--- src/rtl/sshift_pkg.sv ---
package sshift_pkg;
   typedef enum logic [1:0] {
      RATE_DIV2  = 2'b00,
      RATE_DIV4  = 2'b01,
      RATE_DIV8A = 2'b10,
      RATE_DIV8B = 2'b11
   } rate_e;

   function automatic int max3(input int a, input int b, input int c);
      int m;
      m = (a > b) ? a : b;
      return (m > c) ? m : c;
   endfunction
endpackage

--- src/rtl/sshift_clkgen.sv ---
module sshift_clkgen #(
   parameter int HALF0 = 1,
   parameter int HALF1 = 2,
   parameter int HALF2 = 4
) (
   input  logic       clk,
   input  logic       rst_n,
   input  logic       run,
   input  logic [1:0] rate,
   output logic       sk,
   output logic       rise,
   output logic       fall
);
   localparam int HMAX = sshift_pkg::max3(HALF0, HALF1, HALF2);
   localparam int CW   = (HMAX > 1) ? $clog2(HMAX) : 1;
   localparam logic [CW-1:0] LIM0 = CW'(HALF0 - 1);
   localparam logic [CW-1:0] LIM1 = CW'(HALF1 - 1);
   localparam logic [CW-1:0] LIM2 = CW'(HALF2 - 1);

   if (HALF0 < 1 || HALF1 < 1 || HALF2 < 1) begin : g_bad_half
      $error("sshift_clkgen: every half period must be at least one cycle");
   end

   logic [CW-1:0] cnt_q;
   logic [CW-1:0] lim;
   logic          sk_q;
   logic          term;

   always_comb begin
      if (rate[1])      lim = LIM2;
      else if (rate[0]) lim = LIM1;
      else              lim = LIM0;
   end

   assign term = run && (cnt_q == lim);
   assign rise = term && !sk_q;
   assign fall = term && sk_q;
   assign sk   = sk_q;

   always_ff @(posedge clk or negedge rst_n) begin
      if (!rst_n) begin
         cnt_q <= '0;
         sk_q  <= 1'b0;
      end else if (!run) begin
         cnt_q <= '0;
         sk_q  <= 1'b0;
      end else if (term) begin
         cnt_q <= '0;
         sk_q  <= !sk_q;
      end else begin
         cnt_q <= cnt_q + 1'b1;
      end
   end


   sk_hold_chk: assert property (@(posedge clk) disable iff (!rst_n)
      (run && cnt_q != lim) |=> (!run || $stable(sk_q)));

   sk_idle_chk: assert property (@(posedge clk) disable iff (!rst_n)
      !run |=> !sk_q);
endmodule

--- src/rtl/sshift_sync.sv ---
module sshift_sync #(
   parameter int STAGES = 2
) (
   input  logic clk,
   input  logic rst_n,
   input  logic async_in,
   output logic rise,
   output logic fall
);
   if (STAGES < 2) begin : g_bad_stages
      $error("sshift_sync: at least two synchroniser stages are needed");
   end

   logic [STAGES-1:0] chain_q;
   logic              prev_q;

   always_ff @(posedge clk or negedge rst_n) begin
      if (!rst_n) begin
         chain_q <= '0;
         prev_q  <= 1'b0;
      end else begin
         chain_q <= {chain_q[STAGES-2:0], async_in};
         prev_q  <= chain_q[STAGES-1];
      end
   end

   assign rise = chain_q[STAGES-1] && !prev_q;
   assign fall = !chain_q[STAGES-1] && prev_q;


   edge_excl_chk: assert property (@(posedge clk) disable iff (!rst_n)
      !(rise && fall));
endmodule

--- src/rtl/sshift_core.sv ---
module sshift_core #(
   parameter int DATA_W = 8
) (
   input  logic              clk,
   input  logic              rst_n,
   input  logic              en,
   input  logic              start,
   input  logic              load,
   input  logic [DATA_W-1:0] load_data,
   input  logic              rise,
   input  logic              fall,
   input  logic              si,
   output logic              busy,
   output logic              done,
   output logic              so,
   output logic [DATA_W-1:0] data
);
   localparam int BW = $clog2(DATA_W + 1);
   localparam logic [BW-1:0] FULL = BW'(DATA_W);

   logic [DATA_W-1:0] sreg_q;
   logic [BW-1:0]     bits_q;
   logic              busy_q;
   logic              done_q;
   logic              so_q;
   logic              load_ok;
   logic              go;

   assign load_ok = load && !busy_q;
   assign go      = en && start && !busy_q;

   always_ff @(posedge clk or negedge rst_n) begin
      if (!rst_n) begin
         sreg_q <= '0;
         bits_q <= '0;
         busy_q <= 1'b0;
         done_q <= 1'b0;
         so_q   <= 1'b0;
      end else begin
         done_q <= 1'b0;
         if (load_ok) begin
            sreg_q <= load_data;
            so_q   <= load_data[DATA_W-1];
         end
         if (!en) begin
            busy_q <= 1'b0;
         end else if (go) begin
            busy_q <= 1'b1;
            bits_q <= '0;
         end else if (busy_q) begin
            if (rise && bits_q != FULL) begin
               sreg_q <= {sreg_q[DATA_W-2:0], si};
               bits_q <= bits_q + 1'b1;
            end else if (fall) begin
               if (bits_q == FULL) begin
                  busy_q <= 1'b0;
                  done_q <= 1'b1;
               end else begin
                  so_q <= sreg_q[DATA_W-1];
               end
            end
         end
      end
   end

   assign busy = busy_q;
   assign done = done_q;
   assign so   = so_q;
   assign data = sreg_q;


   off_idle_chk: assert property (@(posedge clk) disable iff (!rst_n)
      !en |=> !busy_q);

   done_pulse_chk: assert property (@(posedge clk) disable iff (!rst_n)
      done_q |-> (!busy_q && $past(busy_q)));

   done_single_chk: assert property (@(posedge clk) disable iff (!rst_n)
      done_q |=> !done_q);

   so_edge_chk: assert property (@(posedge clk) disable iff (!rst_n)
      (!fall && !load_ok) |=> $stable(so_q));

   bits_range_chk: assert property (@(posedge clk) disable iff (!rst_n)
      bits_q <= FULL);
endmodule

--- src/rtl/sshift_if.sv ---
module sshift_if #(
   parameter int DATA_W      = 8,
   parameter int HALF0       = 1,
   parameter int HALF1       = 2,
   parameter int HALF2       = 4,
   parameter int SYNC_STAGES = 2
) (
   input  logic              clk,
   input  logic              rst_n,
   input  logic              cfg_en,
   input  logic              cfg_master,
   input  logic [1:0]        cfg_rate,
   input  logic              wr_en,
   input  logic [DATA_W-1:0] wr_data,
   input  logic              start,
   input  logic              si,
   input  logic              sk_in,
   output logic              sk_out,
   output logic              so,
   output logic              busy,
   output logic              done,
   output logic [DATA_W-1:0] rd_data
);
   if (DATA_W < 2) begin : g_bad_width
      $error("sshift_if: DATA_W must be at least 2");
   end

   logic m_sk, m_rise, m_fall;
   logic s_rise, s_fall;
   logic rise, fall;
   logic run_m;

   assign run_m = busy && cfg_master;

   sshift_clkgen #(.HALF0(HALF0), .HALF1(HALF1), .HALF2(HALF2)) i_clkgen (
      .clk  (clk),
      .rst_n(rst_n),
      .run  (run_m),
      .rate (cfg_rate),
      .sk   (m_sk),
      .rise (m_rise),
      .fall (m_fall)
   );

   sshift_sync #(.STAGES(SYNC_STAGES)) i_sync (
      .clk     (clk),
      .rst_n   (rst_n),
      .async_in(sk_in),
      .rise    (s_rise),
      .fall    (s_fall)
   );

   assign rise   = cfg_master ? m_rise : s_rise;
   assign fall   = cfg_master ? m_fall : s_fall;
   assign sk_out = cfg_master && m_sk;

   sshift_core #(.DATA_W(DATA_W)) i_core (
      .clk      (clk),
      .rst_n    (rst_n),
      .en       (cfg_en),
      .start    (start),
      .load     (wr_en),
      .load_data(wr_data),
      .rise     (rise),
      .fall     (fall),
      .si       (si),
      .busy     (busy),
      .done     (done),
      .so       (so),
      .data     (rd_data)
   );


   sk_quiet_chk: assert property (@(posedge clk) disable iff (!rst_n)
      !busy |=> (!sk_out || busy));

   slave_low_chk: assert property (@(posedge clk) disable iff (!rst_n)
      !cfg_master |-> !sk_out);
endmodule

--- config.mk ---
export PLATFORM = sky130hd
export DESIGN_NAME = sshift_if
export DESIGN_NICKNAME = d
export VERILOG_FILES = /design/src/rtl/sshift_pkg.sv /design/src/rtl/sshift_clkgen.sv /design/src/rtl/sshift_sync.sv /design/src/rtl/sshift_core.sv /design/src/rtl/sshift_if.sv
export SDC_FILE = /design/constraint.sdc
export NUM_CORES = 1
export LEC_CHECK = 0
export BUFFER_PORTS_ARGS = -buffer_cell sky130_fd_sc_hd__clkbuf_2
export CORE_ASPECT_RATIO = 1.5
export CORE_MARGIN = 2
export CORE_UTILIZATION = 54
export CTS_CLUSTER_SIZE = 10
export DETAILED_ROUTE_END_ITERATION = 6
export GPL_TIMING_DRIVEN = 0
export MAX_ROUTING_LAYER = met4
export PLACE_DENSITY = 0.82
export RECOVER_POWER = 25
export SETUP_SLACK_MARGIN = 0.15
export SLEW_MARGIN = 10
export SYNTH_ARGS = -nofsm -noshare
export SYNTH_HDL_FRONTEND = slang
export SYNTH_HIERARCHICAL = 1
export SYNTH_SLANG_ARGS = --single-unit
--- constraint.sdc ---
create_clock -name clk -period 3.7 [get_ports clk]
set_clock_uncertainty 0.15 [all_clocks]
set_input_delay 0.37 -clock clk [delete_from_list [all_inputs] [get_ports clk]]
set_output_delay 0.37 -clock clk [all_outputs]
set_load 0.01 [all_outputs]
==> flow_metrics.env, run 1 <==
export IMPL_status="complete, no violations"
export IMPL_grt_ovfl_total=0
export IMPL_ant_nets=0
export IMPL_cpMostUsedCell="mux2_2"
export IMPL_synth_edf_count=0
export IMPL_syn_num_nets=117
export IMPL_worst_ep_arrival_time_ns=2.28
export IMPL_grt_max_degree=22
export IMPL_path_max_fanout=5
export IMPL_fp_coreArea_mm2=0.00185
export IMPL_reg2regPathDepth=7
export IMPL_syn_inst=97
export IMPL_peakVddDrop_uv=304
export IMPL_critPathMaxStageDelay_ns=0.43
export IMPL_numCtsBuffers=3
export IMPL_yosysUniqueCellTypes=29
export IMPL_synthAdderAreaFrac=0.0232
export IMPL_drt_first_iter_violations=8
export IMPL_path_clk_slew_ns=0.10
export IMPL_dp_slack_ns=1.41
export IMPL_max_freq_mhz=447
export IMPL_netlist_area_mm2=0.00108
export IMPL_fillers=147
export IMPL_nets=153
export IMPL_initial_core_util=0.581
export IMPL_reg2reg_to="i_core/so$_DFF_PN0_"
export IMPL_synth_compound_area_frac=0.0952
export IMPL_hold_viol_final=0
export IMPL_crit_family="simple AND/OR/NAND/NOR gates"
export IMPL_reg2reg_slack_ns=1.46
export IMPL_synthFlopType="dfrtp_1"
export IMPL_cts_buffer_depth=2
export IMPL_num_rows=19
export IMPL_cts_tree="yes"
export IMPL_cp_num_buf_inv=0
export IMPL_holdPathStages=3
export IMPL_timing_rr_start="i_clkgen/cnt_q[0]$_DFF_PN0_"
export IMPL_via_count=851
export IMPL_finalWirelength_um=2130
export IMPL_cap_violations=0
export IMPL_synthXorXnorAreaFrac=0.0163
export IMPL_cts_sinks=21
export IMPL_drv_slew=0
export IMPL_antenna_cells=0
export IMPL_drive_gt1_frac=0.333
export IMPL_rsz0062_at_grt="false"
export IMPL_synthSimpleGateAreaFrac=0.186
export IMPL_place_detailed_hpwl_um=1670
export IMPL_insertion_delay_ns=0.29
export IMPL_ys_ff_latch=21
export IMPL_finalWorstSetupSlack_ns=1.46
export IMPL_ctsResizeCount=0
export IMPL_worst_ep_required_time_ns=3.74
export IMPL_ios=30
export IMPL_wl_per_cell_um=13.9
export IMPL_hold_end="i_core/busy$_DFF_PN0_"
export IMPL_period_share=0.604
export IMPL_vias_per_cell=5.56
export IMPL_first_pass_iters=4
export IMPL_postCtsSetupBuffers=0
export IMPL_worst_path_max_delay_cell="dfrtp_1"
export IMPL_p_leak_uw=0.000610
export IMPL_ctsHoldBuffers=1
export IMPL_drc=0
export IMPL_endpoint_kind="register"
export IMPL_die_h_um=58.7
export IMPL_port_buffers=29
export IMPL_cts_htree_levels=1
export IMPL_root_buffer="clkbuf_4"
export IMPL_worstPathCellList="xor2_1 -> o31a_1 -> and3b_1 -> mux2_2 -> nand3_1 -> nor3_1 -> mux2_2"
export IMPL_synth_top_family_by_area="simple AND/OR/NAND/NOR gates"
export IMPL_tightest_slew_ns=1.09
export IMPL_synthToLayoutAreaGrowth_pct=20.1
export IMPL_start_kind="register"
export IMPL_die_area_mm2=0.00238
export IMPL_finalSetupTns_ns=0
export IMPL_setup_viol=0
export IMPL_first_global_vias=780
export IMPL_grt_pass1_wl_um=3340
export IMPL_min_delay_start="cfg_en"
export IMPL_gp_congestion=0.804
export IMPL_dp_cells=147
export IMPL_critPathKind="register to register"
export IMPL_ys_seq_area_frac=0.488
export IMPL_die_w_um=40.5
export IMPL_ys_warn_count=6
export IMPL_synthMuxAreaShare=0.159
export IMPL_final_common_cell="clkbuf_2"
export IMPL_relSlewSlack=0.273
export IMPL_postSynthAreaPerCell_um2=11.1
export IMPL_layout_common_cells="clkbuf_2, dfrtp_1, nor3_1, mux2i_1, a21oi_1"
export IMPL_groute_usage_overall=0.219
export IMPL_stdcell_count=153
export IMPL_hold_class="primary input to register"
export IMPL_antenna_found_initial=0
export IMPL_min_period_ns=2.24
export IMPL_synthArstFlopShare=1.00
export IMPL_powerDensity_mw_per_mm2=362
per-layer routing:
layer | GRT usage | vias to the layer above | share of wire
li1 | - | 414 | -
met1 | 0.223 | 411 | 0.37
met2 | 0.376 | 22 | 0.57
met3 | 0.0226 | 4 | 0.037
met4 | 0.129 | 0 | 0.024
met5 | - | - | 0
sequential cells by signal, indices dropped and copies added, names as in the netlist:
register and flops:
i_sync/chain_q 2, i_sync/prev_q 1, i_core/done 1, i_core/data 8, i_core/so 1, i_core/bits_q 4, i_clkgen/sk 1, i_clkgen/cnt_q 2
i_core/busy 1
where the power goes:
| group | total (µW) | switching [µW] | internal [µW] |
|---|---|---|---|
| Sequential | 269 | 17.8 | 251 |
| Combinational | 95.7 | 45.0 | 50.6 |
| Clock | 104 | 62.3 | 42.0 |
| Total | 469 | 125 | 344 |
kinds of logic after synthesis:
kind of cell / count (synthesis)
compound gates: 17
xor+xnor: 2
fa+ha+maj: 2
buf+inv: 7
flops: 21
mux: 15
simple gates: 33
stage by stage:
stage          instance area, µm²  hold WS [ns]   util  power (µW)
6_report                     1290         0.181  0.698         469
5_1_grt                      1290         0.178  0.698         499
4_1_cts                      1280        0.0142  0.693         474
3_5_place_dp                 1250         0.186  0.673         368
3_3_place_gp                 1250         0.182  0.673         364
2_1_floorplan                1080       -0.0756      -         325
cells in the mapped netlist, types with 3 or more instances:
library cell | count | area share
mux2i_1 | 7 | 0.065
nand3b_1 | 3 | 0.021
a21oi_1 | 6 | 0.028
mux2_4 | 3 | 0.042
dfrtp_1 | 21 | 0.49
nand2b_1 | 5 | 0.029
nor3_1 | 8 | 0.037
mux2_2 | 5 | 0.052
o21ai_0 | 3 | 0.014
o211ai_1 | 4 | 0.028
inv_1 | 3 | 0.010
nand3_1 | 5 | 0.023
tightest hold or removal path, stage by stage:
cell and delay (ns):
clkbuf_2 0.11, o21ai_0 0.08, a31oi_1 0.04
how the worst max path moves through the flow:
| stage | cells after the start | start | slack, ns | end |
|---|---|---|---|---|
| 6_report | 7 | i_clkgen/cnt_q[0]$_DFF_PN0_ | 1.46 | i_core/so$_DFF_PN0_ |
| 5_1_grt | 7 | i_clkgen/cnt_q[0]$_DFF_PN0_ | 1.40 | i_core/so$_DFF_PN0_ |
| 4_1_cts | 7 | i_clkgen/cnt_q[0]$_DFF_PN0_ | 1.43 | i_core/so$_DFF_PN0_ |
| 3_5_place_dp | 8 | cfg_rate[0] | 1.41 | i_core/so$_DFF_PN0_ |
| 3_3_place_gp | 8 | cfg_rate[0] | 1.46 | i_core/so$_DFF_PN0_ |
| 2_1_floorplan | 7 | i_clkgen/cnt_q[0]$_DFF_PN0_ | 1.69 | i_core/so$_DFF_PN0_ |
cell type report:
type,instances,area (µm²),share of cell area
Sequential cell,21,526,0.406
Multi-Input combinational cell,69,517,0.399
Buffer,4,23.8,0.0184
Clock buffer,4,26.3,0.0203
Timing Repair Buffer,31,164,0.127
Inverter,3,11.3,0.00870
Tap cell,21,26.3,0.0203
No activity file was read; power rests on OpenSTA's default activity.
==> run 2: changes to the inputs <==
Settings changed: CORE_UTILIZATION 54 to 45, PLACE_DENSITY 0.82 to 0.73.
Clock period 3.7 ns to 1.9 ns, I/O delays scaled along.
==> run 2 against run 1 <==
- the run now ends with setup timing left
- worst setup slack worse by 1.7 ns
- sequential cell count unchanged
- global-route usage about the same
- sequential power up 96%
- die area up 18%
- largest cell class is now multi-input combinational cells
==> flow_metrics.env, run 2 (synthesis results as in run 1) <==
export IMPL_relSlewSlack=0.236
export IMPL_grt_max_degree=22
export IMPL_endpoint_kind="register"
export IMPL_peakVddDrop_uv=392
export IMPL_dp_slack_ns=-0.366
export IMPL_die_h_um=63.9
export IMPL_numCtsBuffers=3
export IMPL_finalWorstSetupSlack_ns=-0.193
export IMPL_drv_slew=0
export IMPL_reg2reg_slack_ns=-0.19
export IMPL_status="complete, but fails checks"
export IMPL_nets=165
export IMPL_finalWirelength_um=2640
export IMPL_cp_endpoint="i_core/so$_DFF_PN0_"
export IMPL_insertion_delay_ns=0.29
export IMPL_min_period_ns=2.09
export IMPL_groute_usage_overall=0.218
export IMPL_dp_cells=149
export IMPL_cap_violations=0
export IMPL_critPathKind="register to register"
export IMPL_max_freq_mhz=478
export IMPL_dpl_cell_area_mm2=0.00128
export IMPL_stdcell_count=167
export IMPL_design_area_mm2=0.00155
export IMPL_grt_ovfl_total=0
export IMPL_die_area_mm2=0.00281
export IMPL_ant_nets=0
export IMPL_drive_gt1_frac=0.535
export IMPL_gp_congestion=0.702
export IMPL_ios=30
export IMPL_port_buffers=29
export IMPL_fp_coreArea_mm2=0.00226
export IMPL_initial_core_util=0.477
export IMPL_tightest_slew_ns=1.15
export IMPL_antenna_cells=0
export IMPL_hold_class="primary input to register"
export IMPL_num_rows=21
export IMPL_final_common_cell="clkbuf_2"
export IMPL_worst_ep_arrival_time_ns=2.14
export IMPL_reg2regPathDepth=9
export IMPL_hold_viol_final=0
export IMPL_grt_pass1_wl_um=4440
export IMPL_powerDensity_mw_per_mm2=632
export IMPL_fillers=177
export IMPL_root_buffer="clkbuf_4"
export IMPL_violations="setup timing"
export IMPL_rsz0062_at_grt="true"
export IMPL_start_kind="register"
export IMPL_p_leak_uw=0.000726
export IMPL_cts_htree_levels=1
export IMPL_place_detailed_hpwl_um=1640
export IMPL_startpoint="i_clkgen/cnt_q[0]$_DFF_PN0_"
export IMPL_hold_ws_ns=0.0395
export IMPL_drt_first_iter_violations=25
export IMPL_timing_rr_start="i_clkgen/cnt_q[0]$_DFF_PN0_"
export IMPL_reg2reg_to="i_core/so$_DFF_PN0_"
export IMPL_cts_sinks=21
export IMPL_wl_per_cell_um=15.8
export IMPL_antenna_found_initial=0
export IMPL_die_w_um=44.0
export IMPL_path_max_fanout=2
export IMPL_worst_ep_required_time_ns=1.94
export IMPL_period_share=1.10
export IMPL_setup_viol=13
export IMPL_layout_common_cells="clkbuf_2, dfrtp_1, mux2_4, mux2i_1"
export IMPL_largest_reg_flops=8
export IMPL_drc=0
export IMPL_via_count=927
export IMPL_cts_tree="yes"
export IMPL_vias_per_cell=5.55
export IMPL_synthToLayoutAreaGrowth_pct=43.8
export IMPL_cts_buffer_depth=2
export IMPL_first_pass_iters=4
export IMPL_first_global_vias=973
export IMPL_path_clk_slew_ns=0.11
[run 2: changes by cell type in the layout (fill, tap and decap cells not counted), moves of 3 or more]
cell	change
nand3_1	-3
buf_6	+5
a21oi_1	-6
mux2_4	+4
mux2_2	-4
nor3_2	+6
a21oi_2	+6
nor3_1	-7
buf_4	+6
[run 2: how the worst min path moves through the flow]
| stage | startpoint | to | slack, ns | cells past startpoint |
|---|---|---|---|---|
| 2_1_floorplan | rst_n | i_clkgen/cnt_q[0]$_DFF_PN0_ | -0.26 | 0 |
| 3_3_place_gp | rst_n | i_core/done$_DFF_PN0_ | 0.04 | 1 |
| 3_5_place_dp | rst_n | i_core/done$_DFF_PN0_ | 0.05 | 1 |
| 4_1_cts | start | i_core/busy$_DFF_PN0_ | 0.03 | 3 |
| 5_1_grt | start | i_core/busy$_DFF_PN0_ | 0.04 | 3 |
| 6_report | start | i_core/busy$_DFF_PN0_ | 0.04 | 3 |
[run 2: cell type report]
class / instances / area [µm²] / share of cell area
clock buffers: 4 / 26.3 / 0.0170
repair buffers: 43 / 272 / 0.175
inverters: 3 / 11.3 / 0.00727
well taps: 23 / 28.8 / 0.0186
plain buffers: 4 / 41.3 / 0.0267
flip-flops and latches: 21 / 527 / 0.340
multi-input cells: 69 / 643 / 0.415
[run 2: power breakdown]
group / leakage, µW / switching, µW / internal (µW)
Clock: 0.0000150 / 127 / 81.7
Sequential: 0.000262 / 37.5 / 489
Combinational: 0.000450 / 112 / 131
[run 2: routing by layer]
metal | track usage | vias up | part of all wire
li1 | - | 449 | -
met1 | 0.246 | 448 | 0.36
met2 | 0.388 | 26 | 0.58
met3 | 0.0198 | 4 | 0.042
met4 | 0.0795 | 0 | 0.013
met5 | - | - | 0
[run 2: stage by stage]
stage / total power, µW / utilization / setup TNS, ns
floorplan: 634 / - / -0.108
global placement: 711 / 0.565 / -0.917
detailed placement: 720 / 0.565 / -1.71
CTS: 976 / 0.657 / -1.31
global route: 1040 / 0.685 / -2.91
finish: 978 / 0.685 / -1.33
[run 2: what timing repair did]
action	in CTS	in global routing
hold buffers	3	0
pin swaps	8	2
endpoints found under the hold margin	23	0
setup buffers	4	5
endpoints found under the setup margin	13	14
resized for setup	26	9
cloned	2	0
[run 2: worst max-delay path, cell delays in order, from the launching register on]
cell and delay [ns]:
dfrtp_1 0.42, buf_6 0.13, nand3_2 0.06, o31a_1 0.17, buf_6 0.11, nor2_2 0.03
mux2_4 0.28, buf_6 0.13, nor3_4 0.20, mux2_4 0.32
